### config.mk
export PLATFORM = sky130hd
export DESIGN_NAME = tlb_asid_top
export DESIGN_NICKNAME = d
export VERILOG_FILES = /design/src/rtl/tlb_pkg.sv /design/src/rtl/tlb_match.sv /design/src/rtl/tlb_victim.sv /design/src/rtl/tlb_store.sv /design/src/rtl/tlb_asid_top.sv
export SDC_FILE = /design/constraint.sdc
export NUM_CORES = 2
export LEC_CHECK = 0
export BUFFER_PORTS_ARGS = -buffer_cell sky130_fd_sc_hd__buf_2
export CAP_MARGIN = 30
export CELL_PAD_IN_SITES_DETAIL_PLACEMENT = 0
export CELL_PAD_IN_SITES_GLOBAL_PLACEMENT = 1
export CORE_MARGIN = 5
export CORE_UTILIZATION = 46
export CTS_BUF_LIST = sky130_fd_sc_hd__clkbuf_8
export DETAILED_ROUTE_END_ITERATION = 12
export GPL_ROUTABILITY_DRIVEN = 0
export PLACE_DENSITY_LB_ADDON = 0.12
export SLEW_MARGIN = 0
export SYNTH_ARGS = -nofsm -noshare
export SYNTH_HDL_FRONTEND = slang
export SYNTH_HIERARCHICAL = 1
export SYNTH_SLANG_ARGS = --single-unit
### constraint.sdc
create_clock -name clk -period 5.35 [get_ports clk]
set_input_delay 0.535 -clock clk [delete_from_list [all_inputs] [get_ports clk]]
set_output_delay 0.535 -clock clk [all_outputs]
set_load 0.02 [all_outputs]
### src/rtl/tlb_pkg.sv
// Shared types for the translation cache.
// Assumes nothing beyond IEEE 1800-2017 enum support.
package tlb_pkg;
    // How a fill is placed into the entry array.
    typedef enum logic [1:0] {
        FILL_NONE   = 2'd0,
        FILL_UPDATE = 2'd1,
        FILL_FREE   = 2'd2,
        FILL_EVICT  = 2'd3
    } fill_kind_e;
endpackage

### src/rtl/tlb_match.sv
// Parallel comparator: flags every valid entry whose page number and
// identifier equal the presented key. Purely combinational.
// Assumes the caller keeps at most one entry per key.
module tlb_match #(
    parameter int ENTRIES = 16,
    parameter int VPN_W   = 20,
    parameter int ASID_W  = 8
) (
    input  logic [ENTRIES-1:0]             valid_vec,
    input  logic [ENTRIES-1:0][VPN_W-1:0]  ent_vpn,
    input  logic [ENTRIES-1:0][ASID_W-1:0] ent_asid,
    input  logic [VPN_W-1:0]               key_vpn,
    input  logic [ASID_W-1:0]              key_asid,
    output logic [ENTRIES-1:0]             match_vec
);
    for (genvar i = 0; i < ENTRIES; i++) begin : g_cmp
        // One comparator per entry.
        assign match_vec[i] = valid_vec[i] && (ent_vpn[i] == key_vpn)
                              && (ent_asid[i] == key_asid);
    end
endmodule

### src/rtl/tlb_victim.sv
// Chooses where a fill lands: the matching entry, the lowest invalid
// entry, or the round-robin victim. Owns the replacement pointer.
// Assumes ENTRIES >= 2 and upd_vec is one-hot or zero.
module tlb_victim #(
    parameter int ENTRIES = 16,
    localparam int IDX_W  = $clog2(ENTRIES)
) (
    input  logic                 clk,
    input  logic                 rst_n,
    input  logic                 fill_go,
    input  logic [ENTRIES-1:0]   valid_vec,
    input  logic [ENTRIES-1:0]   upd_vec,
    output tlb_pkg::fill_kind_e  kind,
    output logic [IDX_W-1:0]     idx
);
    import tlb_pkg::*;

    localparam logic [IDX_W-1:0] LAST = IDX_W'(ENTRIES - 1);

    logic [IDX_W-1:0] ptr_q;
    logic [IDX_W-1:0] upd_idx;
    logic [IDX_W-1:0] free_idx;
    logic             any_free;

    // Encode the matching entry and the lowest invalid entry.
    always_comb begin
        upd_idx  = '0;
        free_idx = '0;
        any_free = 1'b0;
        for (int i = ENTRIES - 1; i >= 0; i--) begin
            if (upd_vec[i]) upd_idx = IDX_W'(i);
            if (!valid_vec[i]) begin
                free_idx = IDX_W'(i);
                any_free = 1'b1;
            end
        end
    end

    // Placement decision in priority order: update, free slot, evict.
    always_comb begin
        if (!fill_go) begin
            kind = FILL_NONE;
            idx  = '0;
        end else if (|upd_vec) begin
            kind = FILL_UPDATE;
            idx  = upd_idx;
        end else if (any_free) begin
            kind = FILL_FREE;
            idx  = free_idx;
        end else begin
            kind = FILL_EVICT;
            idx  = ptr_q;
        end
    end

    // Round-robin pointer moves only on an eviction.
    always_ff @(posedge clk) begin
        if (!rst_n) begin
            ptr_q <= '0;
        end else if (kind == FILL_EVICT) begin
            ptr_q <= (ptr_q == LAST) ? '0 : ptr_q + 1'b1;
        end
    end
endmodule

### src/rtl/tlb_store.sv
// Entry storage: valid bits plus page, identifier and frame fields.
// Flushes act on the valid bits; one entry is written per cycle.
// Assumes the caller never writes in a cycle that flushes.
module tlb_store #(
    parameter int ENTRIES = 16,
    parameter int VPN_W   = 20,
    parameter int PFN_W   = 16,
    parameter int ASID_W  = 8,
    localparam int IDX_W  = $clog2(ENTRIES)
) (
    input  logic                           clk,
    input  logic                           rst_n,
    input  logic                           wr_en,
    input  logic [IDX_W-1:0]               wr_idx,
    input  logic [VPN_W-1:0]               wr_vpn,
    input  logic [ASID_W-1:0]              wr_asid,
    input  logic [PFN_W-1:0]               wr_pfn,
    input  logic                           clr_all,
    input  logic                           clr_asid_en,
    input  logic [ASID_W-1:0]              clr_asid,
    output logic [ENTRIES-1:0]             valid_vec,
    output logic [ENTRIES-1:0][VPN_W-1:0]  ent_vpn,
    output logic [ENTRIES-1:0][ASID_W-1:0] ent_asid,
    output logic [ENTRIES-1:0][PFN_W-1:0]  ent_pfn
);
    for (genvar i = 0; i < ENTRIES; i++) begin : g_ent
        logic sel;
        assign sel = wr_en && (wr_idx == IDX_W'(i));

        // Valid bit: reset and flush clear it, a write sets it.
        always_ff @(posedge clk) begin
            if (!rst_n) begin
                valid_vec[i] <= 1'b0;
            end else if (clr_all || (clr_asid_en && ent_asid[i] == clr_asid)) begin
                valid_vec[i] <= 1'b0;
            end else if (sel) begin
                valid_vec[i] <= 1'b1;
            end
        end

        // Payload fields: loaded on a write, held otherwise.
        always_ff @(posedge clk) begin
            if (!rst_n) begin
                ent_vpn[i]  <= '0;
                ent_asid[i] <= '0;
                ent_pfn[i]  <= '0;
            end else if (sel) begin
                ent_vpn[i]  <= wr_vpn;
                ent_asid[i] <= wr_asid;
                ent_pfn[i]  <= wr_pfn;
            end
        end
    end
endmodule

### src/rtl/tlb_asid_top.sv
// Fully associative translation cache with identifier-tagged entries.
// Lookup is combinational on registered state; fills and flushes take
// effect at the next edge. A flush in the same cycle drops the fill.
// Assumes ENTRIES >= 2.
module tlb_asid_top #(
    parameter int ENTRIES = 16,
    parameter int VPN_W   = 20,
    parameter int PFN_W   = 16,
    parameter int ASID_W  = 8
) (
    input  logic              clk,
    input  logic              rst_n,
    input  logic              lk_req,
    input  logic [VPN_W-1:0]  lk_vpn,
    input  logic [ASID_W-1:0] lk_asid,
    output logic              lk_hit,
    output logic              lk_miss,
    output logic [PFN_W-1:0]  lk_pfn,
    input  logic              fl_valid,
    input  logic [VPN_W-1:0]  fl_vpn,
    input  logic [ASID_W-1:0] fl_asid,
    input  logic [PFN_W-1:0]  fl_pfn,
    input  logic              flush_all,
    input  logic              flush_asid_en,
    input  logic [ASID_W-1:0] flush_asid
);
    import tlb_pkg::*;

    localparam int IDX_W = $clog2(ENTRIES);

    logic [ENTRIES-1:0]             valid_vec;
    logic [ENTRIES-1:0][VPN_W-1:0]  ent_vpn;
    logic [ENTRIES-1:0][ASID_W-1:0] ent_asid;
    logic [ENTRIES-1:0][PFN_W-1:0]  ent_pfn;
    logic [ENTRIES-1:0]             hit_vec;
    logic [ENTRIES-1:0]             upd_vec;
    logic                           fill_go;
    fill_kind_e                     kind;
    logic [IDX_W-1:0]               wr_idx;
    logic [PFN_W-1:0]               pfn_or;

    assign fill_go = fl_valid && !flush_all && !flush_asid_en;

    tlb_match #(.ENTRIES(ENTRIES), .VPN_W(VPN_W), .ASID_W(ASID_W)) u_lk_match (
        .valid_vec (valid_vec),
        .ent_vpn   (ent_vpn),
        .ent_asid  (ent_asid),
        .key_vpn   (lk_vpn),
        .key_asid  (lk_asid),
        .match_vec (hit_vec)
    );

    tlb_match #(.ENTRIES(ENTRIES), .VPN_W(VPN_W), .ASID_W(ASID_W)) u_fl_match (
        .valid_vec (valid_vec),
        .ent_vpn   (ent_vpn),
        .ent_asid  (ent_asid),
        .key_vpn   (fl_vpn),
        .key_asid  (fl_asid),
        .match_vec (upd_vec)
    );

    tlb_victim #(.ENTRIES(ENTRIES)) u_victim (
        .clk       (clk),
        .rst_n     (rst_n),
        .fill_go   (fill_go),
        .valid_vec (valid_vec),
        .upd_vec   (upd_vec),
        .kind      (kind),
        .idx       (wr_idx)
    );

    tlb_store #(.ENTRIES(ENTRIES), .VPN_W(VPN_W), .PFN_W(PFN_W), .ASID_W(ASID_W)) u_store (
        .clk         (clk),
        .rst_n       (rst_n),
        .wr_en       (kind != FILL_NONE),
        .wr_idx      (wr_idx),
        .wr_vpn      (fl_vpn),
        .wr_asid     (fl_asid),
        .wr_pfn      (fl_pfn),
        .clr_all     (flush_all),
        .clr_asid_en (flush_asid_en),
        .clr_asid    (flush_asid),
        .valid_vec   (valid_vec),
        .ent_vpn     (ent_vpn),
        .ent_asid    (ent_asid),
        .ent_pfn     (ent_pfn)
    );

    // AND-OR frame mux; at most one hit line is active.
    always_comb begin
        pfn_or = '0;
        for (int i = 0; i < ENTRIES; i++) begin
            pfn_or = pfn_or | (ent_pfn[i] & {PFN_W{hit_vec[i]}});
        end
    end

    assign lk_hit  = lk_req && (|hit_vec);
    assign lk_miss = lk_req && !(|hit_vec);
    assign lk_pfn  = lk_hit ? pfn_or : '0;
endmodule

==> run metrics <==
Routed WL about 170 mm; I/O Buffers 103; Initial Util 0.465; Post-Synth XOR/XNOR Area 0.218; peak supply drop 0.000236 V; CP max-delay cell nor4_1; clock latency on the worst-skew pair between 0.8 and 0.9 ns; CP peak stage delay roughly 0.83 ns; share of post-route cells with drive strength above 1 0.125; Setup WS pre-CTS roughly 0.14 ns; Max Buffers Root-to-Sink 3; Final min period between 4 and 5 ns; Adder-Cell Fraction of Synth Area 0.000304; DPL Wire Length ~110 mm; Die Y 309 µm; Worst Hold Slack 0.0732 ns; FFs w/ async S/R, synth 0; delay-heaviest family, CP simple AND/OR/NAND/NOR gates; combinational family with the most area after synthesis XOR/XNOR gates; num ports between 100 and 150; number of global-route vias before repair 33,800; cts repair resizes 0; post-CTS setup buffer count 0; RSZ-0062 raised after global routing no; Yosys cell types between 60 and 70; Critical Path End Type flip-flop; average size of a mapped cell a little over 8 µm²; WL/cell 26.2 µm; met3 usage 0.0672; Layout area overhead 12.8%; GR peak layer met1; Max Slew Vio Count 0; CP bufs+invs 5; core area slightly below 0.09 mm²; Setup-failing EPs final 0; final hold viol count 0; run status finished clean; Hold Path Class input port to flip-flop; DR vias around 36,000; Clock Skews roughly 0.031 ns; clock tree sinks 724; vias per cell ~5.7; Leak approximately 16 nW; Synth Instances 5,019; clock root cell clkbuf_8; CP Data Arrival Time ~5.7 ns; pwr dens 260 mW/mm²; worst-path cell chain xor2_1 > nor4_1 > nand4_1 > nor4_1 > buf_4 > nor3_1 > o311ai_0 > a311oi_1 > buf_4 > nor4b_2 > buf_4 > nand2_1 > buf_4 > nor2_4 > buf_12 > nand2_1 > a21boi_0; most frequent cells in the layout nand2_1 (1,421), dfxtp_1 (724), xor2_1 (654), a21boi_0 (586), xnor2_1 (369); EDFF count, synth 0; first-pass GRT wire length between 200 and 250 mm; drt first pass iters 5; Global Route Usage Sum 0.335; most common cell after layout, fill and taps aside nand2_1; cell with the most instances on the worst path buf_4; nets@finish a little over 5,000; DR DRC count 0; Synth Area in Compound Gates 0.170; CTS tree yes; Total Power around 12 mW; worst slew pin tran roughly 1.1 ns; register area share after synthesis 0.352; CP Max Fanout 25; initial antenna violation count 7; final total negative setup slack 0 ns; 1st-iter DRT viols 4,527; Synth Warn # 6; num rows roughly 110; htree depth 4; Final Cycle Share 0.931; routing usage on met1 0.490; critical path startpoint category flip-flop; Clock transition at path regs about 0.06 ns; syn nets roughly 5,000; Congestion Overflow GR 0; worst setup margin ~0.37 ns; final antenna-violating net count 0; Num CTS Buffers 140; worst rel slew slack 0.241; synthesized flop and latch total ~720; Worst Path Required a little over 6 ns; post-synthesis cell area a little over 0.04 mm²; largest net degree at the start of global routing 206; fmax about 0.2 GHz; Max-Cap Viols 0; M2 GR Usage 0.488; post-synthesis mux area share 0; Die X 309 µm; Die Area between 0.09 and 0.1 mm²; Most used DFF post-synth dfxtp_1; Synth Area in Simple Gates 0.199; cts hold-fix bufs 0; worst setup path class flip-flop to flip-flop
through the flow:
| step | util | instance area (µm²) | instances |
|---|---|---|---|
| 6_report | 0.524 | 46400 | 6327 |
| 5_1_grt | 0.524 | 46400 | 6326 |
| 4_1_cts | 0.524 | 46400 | 6323 |
| 3_5_place_dp | 0.494 | 43800 | 6084 |
| 3_3_place_gp | 0.494 | 43800 | 6084 |
| 2_1_floorplan | - | 41100 | 5019 |
layout make-up:
cell class,count,area (µm²)
timing repair buffer,374,3410
antenna,4,10.0
clock buffer,166,2280
sequential,724,14500
fill,8525,42100
inverter,10,37.5
multi-input combinational,3811,24400
clock inverter,73,350
tap,1165,1460
worst paths after layout:
| path | slack [ns] | to | from | cells after the start |
|---|---|---|---|---|
| setup / recovery | 0.37 | u_store/ent_pfn[250] | u_store/ent_asid[93] | 17 |
| hold / removal | 0.07 | u_store/ent_vpn[40] | fl_vpn[0] | 3 |
| setup reg to reg | 0.37 | u_store/ent_pfn[250] | u_store/ent_asid[93] | 17 |
| hold reg to reg | 0.45 | u_store/ent_pfn[59] | u_store/ent_pfn[59] | 2 |
where the power goes:
part | switching [mW] | internal [mW]
logic | 0.834 | 0.426
clock network | 2.57 | 2.81
registers | 0.0111 | 5.41
total | 3.42 | 8.64
metal layers:
| metal | up-vias | share of wire |
|---|---|---|
| met2 | 1660 | 0.42 |
| met1 | 17400 | 0.45 |
| met5 | - | 0 |
| met3 | 333 | 0.091 |
| li1 | 16700 | - |
| met4 | 0 | 0.038 |
synthesized netlist by cell type, types with 4 or more instances:
master,number,area share
a21boi_0,586,0.11
a21boi_1,121,0.022
a21oi_1,4,0.00049
a221oi_1,49,0.010
a22o_1,41,0.0087
a22o_2,7,0.0017
a22oi_1,32,0.0058
a31oi_1,24,0.0036
a31oi_2,9,0.0027
and3_1,17,0.0026
buf_1,5,0.00046
buf_2,90,0.011
buf_4,22,0.0040
buf_6,63,0.017
clkbuf_1,292,0.027
dfxtp_1,724,0.35
inv_1,9,0.00082
nand2_1,1426,0.13
nand2b_1,7,0.0011
nand3_1,37,0.0045
nand4_1,119,0.018
nor2_1,19,0.0017
nor2b_1,4,0.00061
nor3_1,35,0.0043
nor4_1,173,0.026
nor4_2,7,0.0021
o21ai_0,22,0.0027
xnor2_1,369,0.079
xor2_1,654,0.14
sequential cells by signal (all words and copies together) (netlist names):
name	cells
u_store/ent_pfn	256
u_store/ent_asid	128
u_victim/ptr_q	4
u_store/ent_vpn	320
u_store/valid_vec	16
worst min-delay path: stages:
cell and delay (ns):
buf_2 0.17, nand2_1 0.07, a21boi_0 0.07
kinds of logic after synthesis:
| logic type | count (synthesis) |
|---|---|
| buffers and inverters | 484 |
| adders and majority gates | 1 |
| DFF | 724 |
| xor gates and xnor gates | 1023 |
| AOI/OAI and AO/OA | 911 |
| and+or+nand+nor | 1876 |
Power figures use the tool's default switching activity.
